$ cat src/rtl/disp_pkg.sv
package disp_pkg;
  localparam int unsigned IRQ_W     = 3;
  localparam int unsigned IRQ_VBL   = 0;
  localparam int unsigned IRQ_HBL   = 1;
  localparam int unsigned IRQ_MATCH = 2;
endpackage

$ cat src/rtl/disp_dot_timer.sv
module disp_dot_timer #(
  parameter int unsigned ACTIVE_DOTS = 256,
  parameter int unsigned BLANK_DOTS  = 99,
  parameter int unsigned CYC_PER_DOT = 6
) (
  input  logic clk_i,
  input  logic rst_ni,
  input  logic dot_en_i,
  output logic hdraw_end_o,
  output logic line_end_o
);
  localparam int unsigned TOTAL  = ACTIVE_DOTS + BLANK_DOTS;
  localparam int unsigned DOT_W  = $clog2(TOTAL);
  localparam int unsigned PRE_W  = (CYC_PER_DOT > 1) ? $clog2(CYC_PER_DOT) : 1;
  localparam logic [PRE_W-1:0] PRE_MAX = PRE_W'(CYC_PER_DOT - 1);
  localparam logic [DOT_W-1:0] DOT_LAST = DOT_W'(TOTAL - 1);
  localparam logic [DOT_W-1:0] ACT_LAST = DOT_W'(ACTIVE_DOTS - 1);

  logic [PRE_W-1:0] pre_q;
  logic [DOT_W-1:0] dot_q;
  logic             tick;

  assign tick        = dot_en_i && (pre_q == PRE_MAX);
  assign hdraw_end_o = tick && (dot_q == ACT_LAST);
  assign line_end_o  = tick && (dot_q == DOT_LAST);

  always_ff @(posedge clk_i or negedge rst_ni) begin
    if (!rst_ni) begin
      pre_q <= '0;
      dot_q <= '0;
    end else if (dot_en_i) begin
      pre_q <= (pre_q == PRE_MAX) ? '0 : pre_q + 1'b1;
      if (tick) dot_q <= (dot_q == DOT_LAST) ? '0 : dot_q + 1'b1;
    end
  end


  dot_range_chk: assert property (@(posedge clk_i) disable iff (!rst_ni)
    dot_q <= DOT_LAST);

  dot_hold_chk: assert property (@(posedge clk_i) disable iff (!rst_ni)
    !dot_en_i |=> $stable(dot_q) && $stable(pre_q));
endmodule

$ cat src/rtl/disp_line_ctr.sv
module disp_line_ctr #(
  parameter int unsigned LINES     = 263,
  parameter int unsigned VIS_LINES = 192,
  parameter int unsigned LINE_W    = 9
) (
  input  logic              clk_i,
  input  logic              rst_ni,
  input  logic              hdraw_end_i,
  input  logic              line_end_i,
  output logic [LINE_W-1:0] line_o,
  output logic [LINE_W-1:0] line_next_o,
  output logic              vbl_evt_o,
  output logic              hblank_o,
  output logic              vblank_o,
  output logic              swap_o
);
  localparam logic [LINE_W-1:0] LAST_LINE = LINE_W'(LINES - 1);
  localparam logic [LINE_W-1:0] VBL_LINE  = LINE_W'(VIS_LINES);

  logic [LINE_W-1:0] line_q;
  logic              hbl_q, vbl_q, swap_q;

  assign line_next_o = (line_q == LAST_LINE) ? '0 : line_q + 1'b1;
  assign vbl_evt_o   = line_end_i && (line_next_o == VBL_LINE);

  always_ff @(posedge clk_i or negedge rst_ni) begin
    if (!rst_ni) begin
      line_q <= '0;
      hbl_q  <= 1'b0;
      vbl_q  <= 1'b0;
      swap_q <= 1'b0;
    end else begin
      swap_q <= vbl_evt_o;
      if (hdraw_end_i) hbl_q <= 1'b1;
      if (line_end_i) begin
        line_q <= line_next_o;
        hbl_q  <= 1'b0;
        if (line_next_o == VBL_LINE)       vbl_q <= 1'b1;
        else if (line_next_o == LAST_LINE) vbl_q <= 1'b0;
      end
    end
  end

  assign line_o   = line_q;
  assign hblank_o = hbl_q;
  assign vblank_o = vbl_q;
  assign swap_o   = swap_q;


  line_range_chk: assert property (@(posedge clk_i) disable iff (!rst_ni)
    line_q <= LAST_LINE);

  swap_vbl_chk: assert property (@(posedge clk_i) disable iff (!rst_ni)
    swap_q |-> vbl_q && line_q == VBL_LINE);

  hbl_clear_chk: assert property (@(posedge clk_i) disable iff (!rst_ni)
    line_end_i |=> !hbl_q);

  vbl_exit_chk: assert property (@(posedge clk_i) disable iff (!rst_ni)
    $fell(vbl_q) |-> line_q == LAST_LINE);
endmodule

$ cat src/rtl/disp_cpu_regs.sv
module disp_cpu_regs
  import disp_pkg::*;
#(
  parameter int unsigned LINE_W = 9
) (
  input  logic              clk_i,
  input  logic              rst_ni,
  input  logic              wr_en_i,
  input  logic [IRQ_W-1:0]  wr_irq_en_i,
  input  logic [LINE_W-1:0] wr_cmp_i,
  input  logic              hbl_evt_i,
  input  logic              vbl_evt_i,
  input  logic              adv_i,
  input  logic [LINE_W-1:0] line_next_i,
  output logic              match_o,
  output logic [IRQ_W-1:0]  irq_o
);
  logic [IRQ_W-1:0]  en_q;
  logic [LINE_W-1:0] cmp_q;
  logic              match_q;
  logic [IRQ_W-1:0]  irq_q;
  logic              hit;

  assign hit = (line_next_i == cmp_q);

  always_ff @(posedge clk_i or negedge rst_ni) begin
    if (!rst_ni) begin
      en_q    <= '0;
      cmp_q   <= '0;
      match_q <= 1'b0;
      irq_q   <= '0;
    end else begin
      if (wr_en_i) begin
        en_q  <= wr_irq_en_i;
        cmp_q <= wr_cmp_i;
      end
      if (adv_i) match_q <= hit;
      irq_q[IRQ_VBL]   <= vbl_evt_i && en_q[IRQ_VBL];
      irq_q[IRQ_HBL]   <= hbl_evt_i && en_q[IRQ_HBL];
      irq_q[IRQ_MATCH] <= adv_i && hit && en_q[IRQ_MATCH];
    end
  end

  assign match_o = match_q;
  assign irq_o   = irq_q;


  match_irq_chk: assert property (@(posedge clk_i) disable iff (!rst_ni)
    irq_q[IRQ_MATCH] |-> match_q);

  pulse_width_chk: assert property (@(posedge clk_i) disable iff (!rst_ni)
    (irq_q != '0) |=> (irq_q & $past(irq_q)) == '0);
endmodule

$ cat src/rtl/disp_timing_gen.sv
module disp_timing_gen
  import disp_pkg::*;
#(
  parameter int unsigned ACTIVE_DOTS = 256,
  parameter int unsigned BLANK_DOTS  = 99,
  parameter int unsigned LINES       = 263,
  parameter int unsigned VIS_LINES   = 192,
  parameter int unsigned CYC_PER_DOT = 6,
  parameter int unsigned LINE_W      = 9,
  parameter int unsigned NUM_CPU     = 2
) (
  input  logic                      clk_i,
  input  logic                      rst_ni,
  input  logic                      dot_en_i,
  input  logic [NUM_CPU-1:0]        wr_en_i,
  input  logic [IRQ_W*NUM_CPU-1:0]  wr_irq_en_i,
  input  logic [LINE_W*NUM_CPU-1:0] wr_cmp_i,
  output logic                      hblank_o,
  output logic                      vblank_o,
  output logic [NUM_CPU-1:0]        match_o,
  output logic [LINE_W-1:0]         line_o,
  output logic                      swap_o,
  output logic [IRQ_W*NUM_CPU-1:0]  irq_o
);
  logic              hdraw_end, line_end, vbl_evt;
  logic [LINE_W-1:0] line_next;

  disp_dot_timer #(
    .ACTIVE_DOTS(ACTIVE_DOTS), .BLANK_DOTS(BLANK_DOTS), .CYC_PER_DOT(CYC_PER_DOT)
  ) u_dot (
    .clk_i(clk_i), .rst_ni(rst_ni), .dot_en_i(dot_en_i),
    .hdraw_end_o(hdraw_end), .line_end_o(line_end)
  );

  disp_line_ctr #(
    .LINES(LINES), .VIS_LINES(VIS_LINES), .LINE_W(LINE_W)
  ) u_line (
    .clk_i(clk_i), .rst_ni(rst_ni), .hdraw_end_i(hdraw_end), .line_end_i(line_end),
    .line_o(line_o), .line_next_o(line_next), .vbl_evt_o(vbl_evt),
    .hblank_o(hblank_o), .vblank_o(vblank_o), .swap_o(swap_o)
  );

  for (genvar c = 0; c < NUM_CPU; c++) begin : g_cpu
    disp_cpu_regs #(.LINE_W(LINE_W)) u_regs (
      .clk_i(clk_i), .rst_ni(rst_ni),
      .wr_en_i(wr_en_i[c]),
      .wr_irq_en_i(wr_irq_en_i[c*IRQ_W +: IRQ_W]),
      .wr_cmp_i(wr_cmp_i[c*LINE_W +: LINE_W]),
      .hbl_evt_i(hdraw_end), .vbl_evt_i(vbl_evt), .adv_i(line_end),
      .line_next_i(line_next),
      .match_o(match_o[c]),
      .irq_o(irq_o[c*IRQ_W +: IRQ_W])
    );


    hbl_irq_chk: assert property (@(posedge clk_i) disable iff (!rst_ni)
      irq_o[c*IRQ_W + IRQ_HBL] |-> $rose(hblank_o));

    vbl_irq_chk: assert property (@(posedge clk_i) disable iff (!rst_ni)
      irq_o[c*IRQ_W + IRQ_VBL] |-> swap_o && $rose(vblank_o));
  end
endmodule

$ cat config.mk
export PLATFORM = sky130hd
export DESIGN_NAME = disp_timing_gen
export DESIGN_NICKNAME = d
export VERILOG_FILES = /design/src/rtl/disp_pkg.sv /design/src/rtl/disp_dot_timer.sv /design/src/rtl/disp_line_ctr.sv /design/src/rtl/disp_cpu_regs.sv /design/src/rtl/disp_timing_gen.sv
export SDC_FILE = /design/constraint.sdc
export NUM_CORES = 1
export LEC_CHECK = 0
export CAP_MARGIN = 20
export CORE_MARGIN = 2
export CORE_UTILIZATION = 40
export CTS_BUF_LIST = sky130_fd_sc_hd__clkbuf_2 sky130_fd_sc_hd__clkbuf_4 sky130_fd_sc_hd__clkbuf_8
export CTS_CLUSTER_DIAMETER = 120
export DETAILED_ROUTE_END_ITERATION = 10
export PLACE_DENSITY_LB_ADDON = 0.2
export SETUP_SLACK_MARGIN = 0.4
export SLEW_MARGIN = 15
export SYNTH_ARGS = -nofsm -noshare
export SYNTH_HDL_FRONTEND = slang
export SYNTH_SLANG_ARGS = --single-unit
$ cat constraint.sdc
create_clock -name clk_i -period 7.72 [get_ports clk_i]
set_input_delay 1.158 -clock clk_i [delete_from_list [all_inputs] [get_ports clk_i]]
set_output_delay 1.158 -clock clk_i [all_outputs]
set_load 0.1 [all_outputs]
Yosys cells after proc, flatten, opt, wreduce, memory -nomap -nowiden --
Cells that the tools add are included.
Operators by class: $add $sub $neg 3, divide/modulo/power cells 0, muxes and demuxes 7, bitwise operators 0, shifts and indexed selects 0, $lt $le $gt $ge 0, equal/unequal tests 8, multipliers 0, reduce and logical (&&, ||, !) cells 16
Operators by type and width (count):
- 9-bit == test (second input constant) | 3
- 9-bit by 1-bit adder with 9-bit output (second input constant) | 2
- 9-bit by 8-bit == test with 1-bit output (second input constant) | 2
- 9-bit == test | 2
- 9-bit 2-to-1 mux | 2
- 1-bit logical AND | 12
- 1-bit 2-to-1 mux | 4
- 2-bit AND reduction | 2
- 2-bit nonzero test | 2
- 3-bit by 1-bit adder with 3-bit output (second input constant) | 1
- 3-bit == test (second input constant) | 1
- 3-bit 2-to-1 mux | 1
Storage, ports and cells: logic and storage cells 48, RAM bits 0, flip-flop bits (word level) 56, ROM bits 0, memories 0, latch bits 0

Longest topological paths before layout --
Gate-level depths: netlist (run 1).
depth after elaboration 5, depth in mapped cells 10, mapped depth without buffers 7

Hierarchy --
From an unflattened synthesis (run 1), not the netlist that was laid out.
Second synthesis, totals: cell total of the unflattened synthesis 241, area total of the unflattened synthesis 2756.4 µm²
By module, submodules not included:
- disp_cpu_regs | instances 2, cells each 48, area an instance 670.6 µm²
- disp_line_ctr | instances 1, cells each 84, area an instance 785.8 µm²
- disp_dot_timer | instances 1, cells each 61, area an instance 629.4 µm²

Least setup slack after synthesis (run 1) --
Ideal clock, no wire load.
path kind reg2reg, start point register u_line.line_q[1], in the netlist u_line.line_o[1], end point register g_cpu[0].u_regs.irq_q[2], slack 4.890 ns, cell stages (with the launch flop) 9, arrival 2.764 ns, library setup time 0.066 ns, path buffers 1, cells stage by stage dfrtp_1 ha_1 buf_1 xor2_1 nand2_1 a2111oi_0 a221oi_1 nor4_1 and2_1
Between the ends: word-level cells in the longest chain between the ends 5, elaborated cells on any way between the ends 6
Ends and longest elaborated chain:
- start, declared | line disp_line_ctr.sv:20 | logic [LINE_W-1:0] line_q;
- start signal, assigned | line disp_line_ctr.sv:36 | line_q <= line_next_o;
- 9-bit by 1-bit adder with 9-bit output or 9-bit == test (tied branches) | line disp_line_ctr.sv:23 | assign line_next_o = (line_q == LAST_LINE) ? '0 : line_q + 1'b1;
- 9-bit 2-to-1 mux * | line disp_line_ctr.sv:23
- 9-bit == test * | line disp_cpu_regs.sv:24 | assign hit = (line_next_i == cmp_q);
- 1-bit logical AND * (2 in a row) | line disp_cpu_regs.sv:40 | irq_q[IRQ_MATCH] <= adv_i && hit && en_q[IRQ_MATCH];
- end signal, assigned by index | line disp_cpu_regs.sv:38 | irq_q[IRQ_VBL] <= vbl_evt_i && en_q[IRQ_VBL];
- end signal, assigned by index | line disp_cpu_regs.sv:39 | irq_q[IRQ_HBL] <= hbl_evt_i && en_q[IRQ_HBL];
- end signal, assigned by index | line disp_cpu_regs.sv:40
- end, declared | line disp_cpu_regs.sv:21 | logic [IRQ_W-1:0] irq_q;
Mark *: on every way between the ends. The rest lies on a longest branch, timed or not. A chain may end at the register's enable or synchronous reset.

Final worst setup path (run 1) --
start point register u_line.line_q[3], in the netlist u_line.line_o[3], end point output line_o[3]
RTL lines:
- end, declared | line disp_timing_gen.sv:21 | output logic [LINE_W-1:0] line_o,
No word-level cell between the ends.

==> reports/qor.log, run 1 <==
qor: outcome.status completed
qor: pwr.seq_power_share 58.0%
qor: pwr.power.switching 0.159 mW
qor: floorplan.fp.dieH 90.3 µm
qor: worst_setup_path.worstSetupStartpointType register
qor: grt.globalRoute.totalOverflow 0
qor: yosys.synthCells 266
qor: pwr.power_per_cell_area 171 nW/µm²
qor: drt.via_count 2,066
qor: sta.setup_viol 0
qor: worst_setup_path.crit_type register to output pin
qor: sta.final_worst_path_cycle_share 42.7%
qor: floorplan.initial_utilization 41.3%
qor: pwr.ir_worst_vdd 0.0935 mV
qor: final_layout.most-common-layout-cells dfrtp_1, clkdlybuf4s50_1, mux2_2
qor: clock_tree.post_cts.resized_instances 0
qor: clock_tree.post-cts-setup-buffers 0
qor: worst_setup_path.cp_slowest_cell clkdlybuf4s50_1
qor: yosys.yosys_warnings 0
qor: floorplan.top_level_ports 49
qor: yosys.synth-edff-count 0
qor: sta.finalCriticalPeriod 3.30 ns
qor: final_layout.fill_cells 694
qor: hold_path.min_path_cells 1
qor: floorplan.die-area 8150 µm²
qor: drt.vias_per_cell 5.13
qor: grt.grt_antenna_before_repair 0
qor: clock_tree.cts_hold_repair.buffers 0
qor: pwr.clock_power_share 27.5%
qor: clock_tree.numCtsBuffers 5
qor: final_layout.multi_input_area 1430 µm²
qor: pwr.power_report.internal_total 0.447 mW
qor: worst_setup_path.crit_buf_inv 1
qor: placed_design.total_half_perimeter_wirelength_after_legalization_and_detailed_placement 4320 µm
qor: clock_tree.clk_root_buffer_cell clkbuf_8
qor: placed_design.numPortBuffers 48
qor: drt.final_wirelength 6030 µm
qor: yosys.leading_register_cell_type_out_of_synthesis dfrtp_1
qor: floorplan.die-width 90.3 µm
qor: worst_setup_path.cp_slowest_stage_delay 1.22 ns
qor: pwr.sw_frac_of_total 26.3%
qor: grt.grt_start_max_net_pins 57
qor: sta.max_freq 0.303 GHz
qor: sta.setup-tns-final 0 ns
qor: hold_path.hold_class register to register
qor: yosys.seq_area_frac_synth 47.1%
qor: grt.grt_first_pass_wirelength 10,300 µm
qor: worst_setup_path.path_max_fanout 13
qor: run.max-cap-violations 0
qor: pwr.power 0.606 mW
qor: final_layout.antennaDiodeCount 0
qor: sta.slew_viol_final 0
qor: pwr.comb_power_share 14.5%
qor: worst_setup_path.critical_path.cell_chain clkdlybuf4s50_1
qor: drt.drt.antenna.violating_nets 0
qor: sta.worst_clock_skew 0.00568 ns
qor: worst_setup_path.critPathCaptureType output pin
qor: yosys.postSynthNetCount 300
qor: yosys.post_synth_instance_area 2980 µm²
qor: worst_setup_path.worstRegToRegCells 6
qor: worst_setup_path.path_depth 1
qor: final_layout.drive_gt1_share 15.1%
qor: final_layout.syn_to_final_growth 19.2%
qor: drt.drc 0
qor: grt.groute.usage.overall 15.6%
qor: placed_design.gp_congestion 0.790
qor: worst_setup_path.timing.critical_path.required 6.56 ns
qor: drt.drtPass1Iterations 4
qor: worst_setup_path.cpLargestDelayFamily buffers and inverters
qor: yosys.syn-mean-instance-area 11.2 µm²
qor: clock_tree.clock_tree_from_tritoncts built
qor: yosys.yosys_register_bits 56
qor: final_layout.num-nets-final 337
qor: sta.worst_pin_slew 0.975 ns
qor: clock_tree.clock_tree.htree_level_count 2
qor: sta.report.final.hold_viol_count 0
qor: yosys.async_flop_share 100%
qor: pwr.cellLeakagePower 1.50 nW
qor: sta.unrepaired_setup_endpoints_after_global_routing no
qor: clock_tree.clock_sinks 56
qor: worst_setup_path.timing.critical_path.arrival 2.14 ns
qor: floorplan.std_cell_rows 31
qor: drt.drt_iter0_drc 140
qor: sta.slew-limit-headroom 34.8%
qor: drt.wl_per_cell 15.0 µm
qor: yosys.post_synth_num_cell_types 52
qor: grt.grt_pass1_vias 2,017
qor: clock_tree.cts_buffer_depth 2
qor: clock_tree.clk-insertion-delay-late 0.31 ns
qor: final_layout.layout.cells.most_common dfrtp_1
qor: final_layout.area.sequential 1400 µm²
qor: floorplan.area_of_the_core_region 7210 µm²
qor: clock_tree.clk_pin_slew_worst_paths 0.09 ns
## registers in the layout, summed over array words and instances, names as in the netlist, 2 cells and up
| name | cells |
|---|---|
| u_line.line_o | 9 |
| g_cpu.u_regs.match_o | 2 |
| g_cpu.u_regs.en_q | 6 |
| u_dot.dot_q | 9 |
| g_cpu.u_regs.cmp_q | 18 |
| g_cpu.u_regs.irq_o | 6 |
| u_dot.pre_q | 3 |
## worst paths after layout
check                                                    startpoint  slack, ns                             endpoint
min in group asynchronous                                    rst_ni       0.97  g_cpu[0].u_regs.en_q[1]$_DFFE_PN0P_
max in group asynchronous                                    rst_ni       6.28           u_dot.dot_q[5]$_DFFE_PN0P_
worst max-delay path                   u_line.line_o[3]$_DFFE_PN0P_       4.42                            line_o[3]
worst max register to register           u_dot.dot_q[2]$_DFFE_PN0P_       4.74   g_cpu[0].u_regs.irq_o[0]$_DFF_PN0_
worst min register to register  g_cpu[1].u_regs.en_q[0]$_DFFE_PN0P_       0.48   g_cpu[1].u_regs.irq_o[0]$_DFF_PN0_
worst min-delay path            g_cpu[1].u_regs.en_q[0]$_DFFE_PN0P_       0.48   g_cpu[1].u_regs.irq_o[0]$_DFF_PN0_
## synthesized netlist by cell type (all sizes together), types with 3 or more instances
library cell	number	area share, %
nand4b	5	1.5
and2	6	1.3
nor2	13	1.6
inv	4	0.50
nand2b	3	0.63
ha	5	2.1
nand2	24	3.0
xor2	14	4.1
nand3	9	1.5
nor3	4	0.67
a21oi	4	0.67
xnor2	9	2.6
a21o	3	0.88
dfrtp	56	47
xnor3	5	3.8
clkbuf	11	2.4
nand4	5	1.1
buf	8	1.9
mux2	25	9.5
o21ai	16	2.7
## area by class of cell
class / count / area share [%]
Multi-Input combinational cell: 187 / 40.4
Tap cell: 99 / 3.49
Timing Repair Buffer: 49 / 13.6
Clock buffer: 6 / 2.33
Sequential cell: 56 / 39.5
Clock inverter: 2 / 0.282
Inverter: 4 / 0.423
## kinds of logic after synthesis
kind of cell | after synthesis | share of synthesized area, %
flip-flops | 56 | 47.1
AO/OA/AOI/OAI | 39 | 8.91
adder cells (fa/ha/maj) | 5 | 2.10
AND/OR/NAND/NOR | 89 | 16.8
buffers and inverters | 23 | 4.79
XOR/XNOR | 28 | 10.6
multiplexers | 26 | 9.79
## layer usage
metal  wire length, µm  global-route usage, %
met3               226                   2.67
met2              2660                   23.5
met5                 0                      0
met1              3040                   22.6
met4                94                   5.77
## power by group through the flow
stage	logic (mW)	clock network, mW	registers (mW)
finish	0.0880	0.167	0.352
global route	0.0998	0.184	0.357
CTS	0.0895	0.173	0.351
detailed placement	0.0887	0	0.357
global placement	0.0875	0	0.356
floorplan	0.0588	0	0.350
## metrics by stage
stage / hold slack [ns] / instances / util [%] / setup WS (ns) / instance area, µm²
5_1_grt: 0.514 / 403 / 49.2 / 4.34 / 3550
3_5_place_dp: 0.467 / 395 / 47.9 / 4.24 / 3460
2_1_floorplan: 0.449 / 266 / - / 4.89 / 2980
3_3_place_gp: 0.462 / 395 / 47.9 / 4.36 / 3460
4_1_cts: 0.489 / 403 / 49.2 / 4.41 / 3550
6_report: 0.482 / 403 / 49.2 / 4.42 / 3550
No activity file was read; power rests on OpenSTA's default activity.
==> run 2, diff against run 1 <==
Clock period 7.72 ns to 2.7 ns, I/O delays scaled along.
==> reports/qor.log, run 2 (synthesis results as in run 1) <==
qor: outcome.status completed
qor: pwr.power_per_cell_area 476 nW/µm²
qor: final_layout.biggest_register g_cpu.u_regs.cmp_q
qor: sta.max_freq 0.390 GHz
qor: worst_setup_path.crit_path_end u_line.vblank_o$_DFFE_PN0P_
qor: final_layout.num-nets-final 357
qor: worst_setup_path.ff2ff_setup_slack 0.14 ns
qor: worst_setup_path.worst_r2r_startpoint u_dot.dot_q[4]$_DFFE_PN0P_
qor: worst_setup_path.crit_buf_inv 0
qor: floorplan.top_level_ports 49
qor: clock_tree.clk_pin_slew_worst_paths 0.11 ns
qor: clock_tree.cts_buffer_depth 2
qor: pwr.comb_power_share 15.4%
qor: drt.drt_iter0_drc 86
qor: pwr.power.switching 0.494 mW
qor: worst_setup_path.crit_type register to register
qor: final_layout.flip_flop_count_of_the_largest_register_after_layout 18
qor: final_layout.syn_to_final_growth 25.2%
qor: run.max-cap-violations 0
qor: clock_tree.clock_tree_from_tritoncts built
qor: drt.wl_per_cell 14.8 µm
qor: pwr.ir_worst_vdd 0.237 mV
qor: final_layout.most-common-layout-cells dfrtp_1, buf_4, clkdlybuf4s50_1
qor: pwr.power_report.internal_total 1.28 mW
qor: pwr.sw_frac_of_total 27.8%
qor: pwr.power 1.77 mW
qor: sta.setup-tns-final 0 ns
qor: floorplan.std_cell_rows 31
qor: clock_tree.clk_root_buffer_cell clkbuf_8
qor: grt.globalRoute.totalOverflow 0
qor: floorplan.initial_utilization 41.3%
qor: final_layout.area.sequential 1420 µm²
qor: floorplan.die-area 8150 µm²
qor: clock_tree.clock_sinks 56
qor: worst_setup_path.worstSetupStartpoint u_dot.dot_q[4]$_DFFE_PN0P_
qor: final_layout.layout.cell_area.non_filler 3730 µm²
qor: placed_design.gp_congestion 0.791
qor: drt.vias_per_cell 5.21
qor: worst_setup_path.timing.critical_path.arrival 2.77 ns
qor: sta.report.final.hold_viol_count 0
qor: drt.drtPass1Iterations 4
qor: grt.groute.usage.overall 16.1%
qor: sta.slew_viol_final 0
qor: pwr.seq_power_share 56.4%
qor: hold_path.hold_class input port to async pin
qor: pwr.cellLeakagePower 1.63 nW
qor: placed_design.numPortBuffers 48
qor: drt.drc 0
qor: clock_tree.clock_tree.htree_level_count 2
qor: grt.grt_start_max_net_pins 24
qor: sta.final_worst_path_cycle_share 94.9%
qor: clock_tree.clk-insertion-delay-late 0.32 ns
qor: worst_setup_path.path_depth 6
qor: placed_design.total_half_perimeter_wirelength_after_legalization_and_detailed_placement 4530 µm
qor: pwr.clock_power_share 28.1%
qor: floorplan.fp.dieH 90.3 µm
qor: sta.unrepaired_setup_endpoints_after_global_routing yes
qor: worst_setup_path.critical_path.cell_chain or4b_1, or4b_4, or2_1, or4_4, o41ai_2, nand2b_1
qor: worst_setup_path.path_max_fanout 2
qor: worst_setup_path.worstRegToRegCells 6
qor: sta.worst_pin_slew 0.644 ns
qor: worst_setup_path.timing.critical_path.required 2.91 ns
qor: grt.grt_first_pass_wirelength 10,700 µm
qor: sta.slew-limit-headroom 56.9%
qor: final_layout.multi_input_area 1490 µm²
qor: worst_setup_path.worstSetupStartpointType register
qor: final_layout.layout.cells.most_common dfrtp_1
qor: sta.worst_clock_skew 0.0116 ns
qor: grt.grt_pass1_vias 2,107
qor: placed_design.placed_cell_area 3480 µm²
qor: floorplan.area_of_the_core_region 7210 µm²
qor: drt.final_wirelength 6260 µm
qor: final_layout.drive_gt1_share 31.2%
qor: floorplan.die-width 90.3 µm
qor: sta.finalCriticalPeriod 2.56 ns
qor: drt.via_count 2,202
qor: worst_setup_path.cpLargestDelayFamily simple AND/OR/NAND/NOR gates
qor: worst_setup_path.critPathCaptureType register
qor: final_layout.fill_cells 720
qor: final_layout.antennaDiodeCount 0
qor: grt.grt_antenna_before_repair 0
qor: worst_setup_path.cp_slowest_cell or4b_1
qor: worst_setup_path.regToRegEndpoint u_line.vblank_o$_DFFE_PN0P_
qor: sta.setup_viol 0
qor: worst_setup_path.cp_slowest_stage_delay 0.52 ns
qor: clock_tree.numCtsBuffers 5
qor: drt.drt.antenna.violating_nets 0
-- run 2: cell types whose count changed in the layout (fill, tap and decap cells not counted), sizes merged --
cell           change
clkbuf             -1
and4b              +1
clkinv             -2
clkdlybuf4s50     -20
buf               +38
inv                +3
dlygate4sd3        +1
-- run 2: layout make-up --
cell class,count,area share (%)
sequential,56,38.1
clock inverter,3,0.772
clock buffer,5,1.85
inverter,4,0.403
tap,99,3.32
timing repair buffer,68,15.6
multi-input combinational,188,40.0
-- run 2: worst min-delay path by stage --
stage | to | cells past startpoint
after floorplan | g_cpu[0].u_regs.cmp_q[0]$_DFFE_PN0P_ | 0
after global placement | g_cpu[0].u_regs.irq_o[0]$_DFF_PN0_ | 1
after detailed placement | g_cpu[0].u_regs.irq_o[0]$_DFF_PN0_ | 1
after CTS | g_cpu[0].u_regs.irq_o[0]$_DFF_PN0_ | 2
after global routing | g_cpu[0].u_regs.en_q[1]$_DFFE_PN0P_ | 2
final | g_cpu[0].u_regs.en_q[1]$_DFFE_PN0P_ | 2
-- run 2: power groups by stage --
stage / Sequential [mW] / Combinational [mW] / Clock, mW
finish: 1.00 / 0.274 / 0.499
global route: 1.02 / 0.313 / 0.542
CTS: 1.00 / 0.278 / 0.520
detailed placement: 1.02 / 0.272 / 0
global placement: 1.01 / 0.269 / 0
floorplan: 1.00 / 0.168 / 0
-- run 2: metrics by stage --
stage          util, %  hold slack, ns  std cells  setup slack (ns)
6_report          51.6           0.486        423             0.139
5_1_grt           51.6           0.517        423            0.0863
4_1_cts           50.7           0.491        417             0.145
3_5_place_dp      48.3           0.316        403             0.101
3_3_place_gp      48.3           0.313        403             0.184
2_1_floorplan        -           0.109        266             0.105
-- run 2: per-layer routing --
layer	up-vias	wire length [µm]	GRT usage, %
met4	0	51	4.10
met2	40	2880	24.6
met1	1101	3090	23.6
met5	-	0	0
met3	5	241	3.17
li1	1056	-	-
-- run 2: what timing repair did --
item,CTS,global route
endpoints found under the setup margin,7,12
pin swaps,3,2
hold endpoints to repair,12,0
resized for setup,7,7
hold buffers,1,0
setup buffers,5,5
gates cloned,0,1
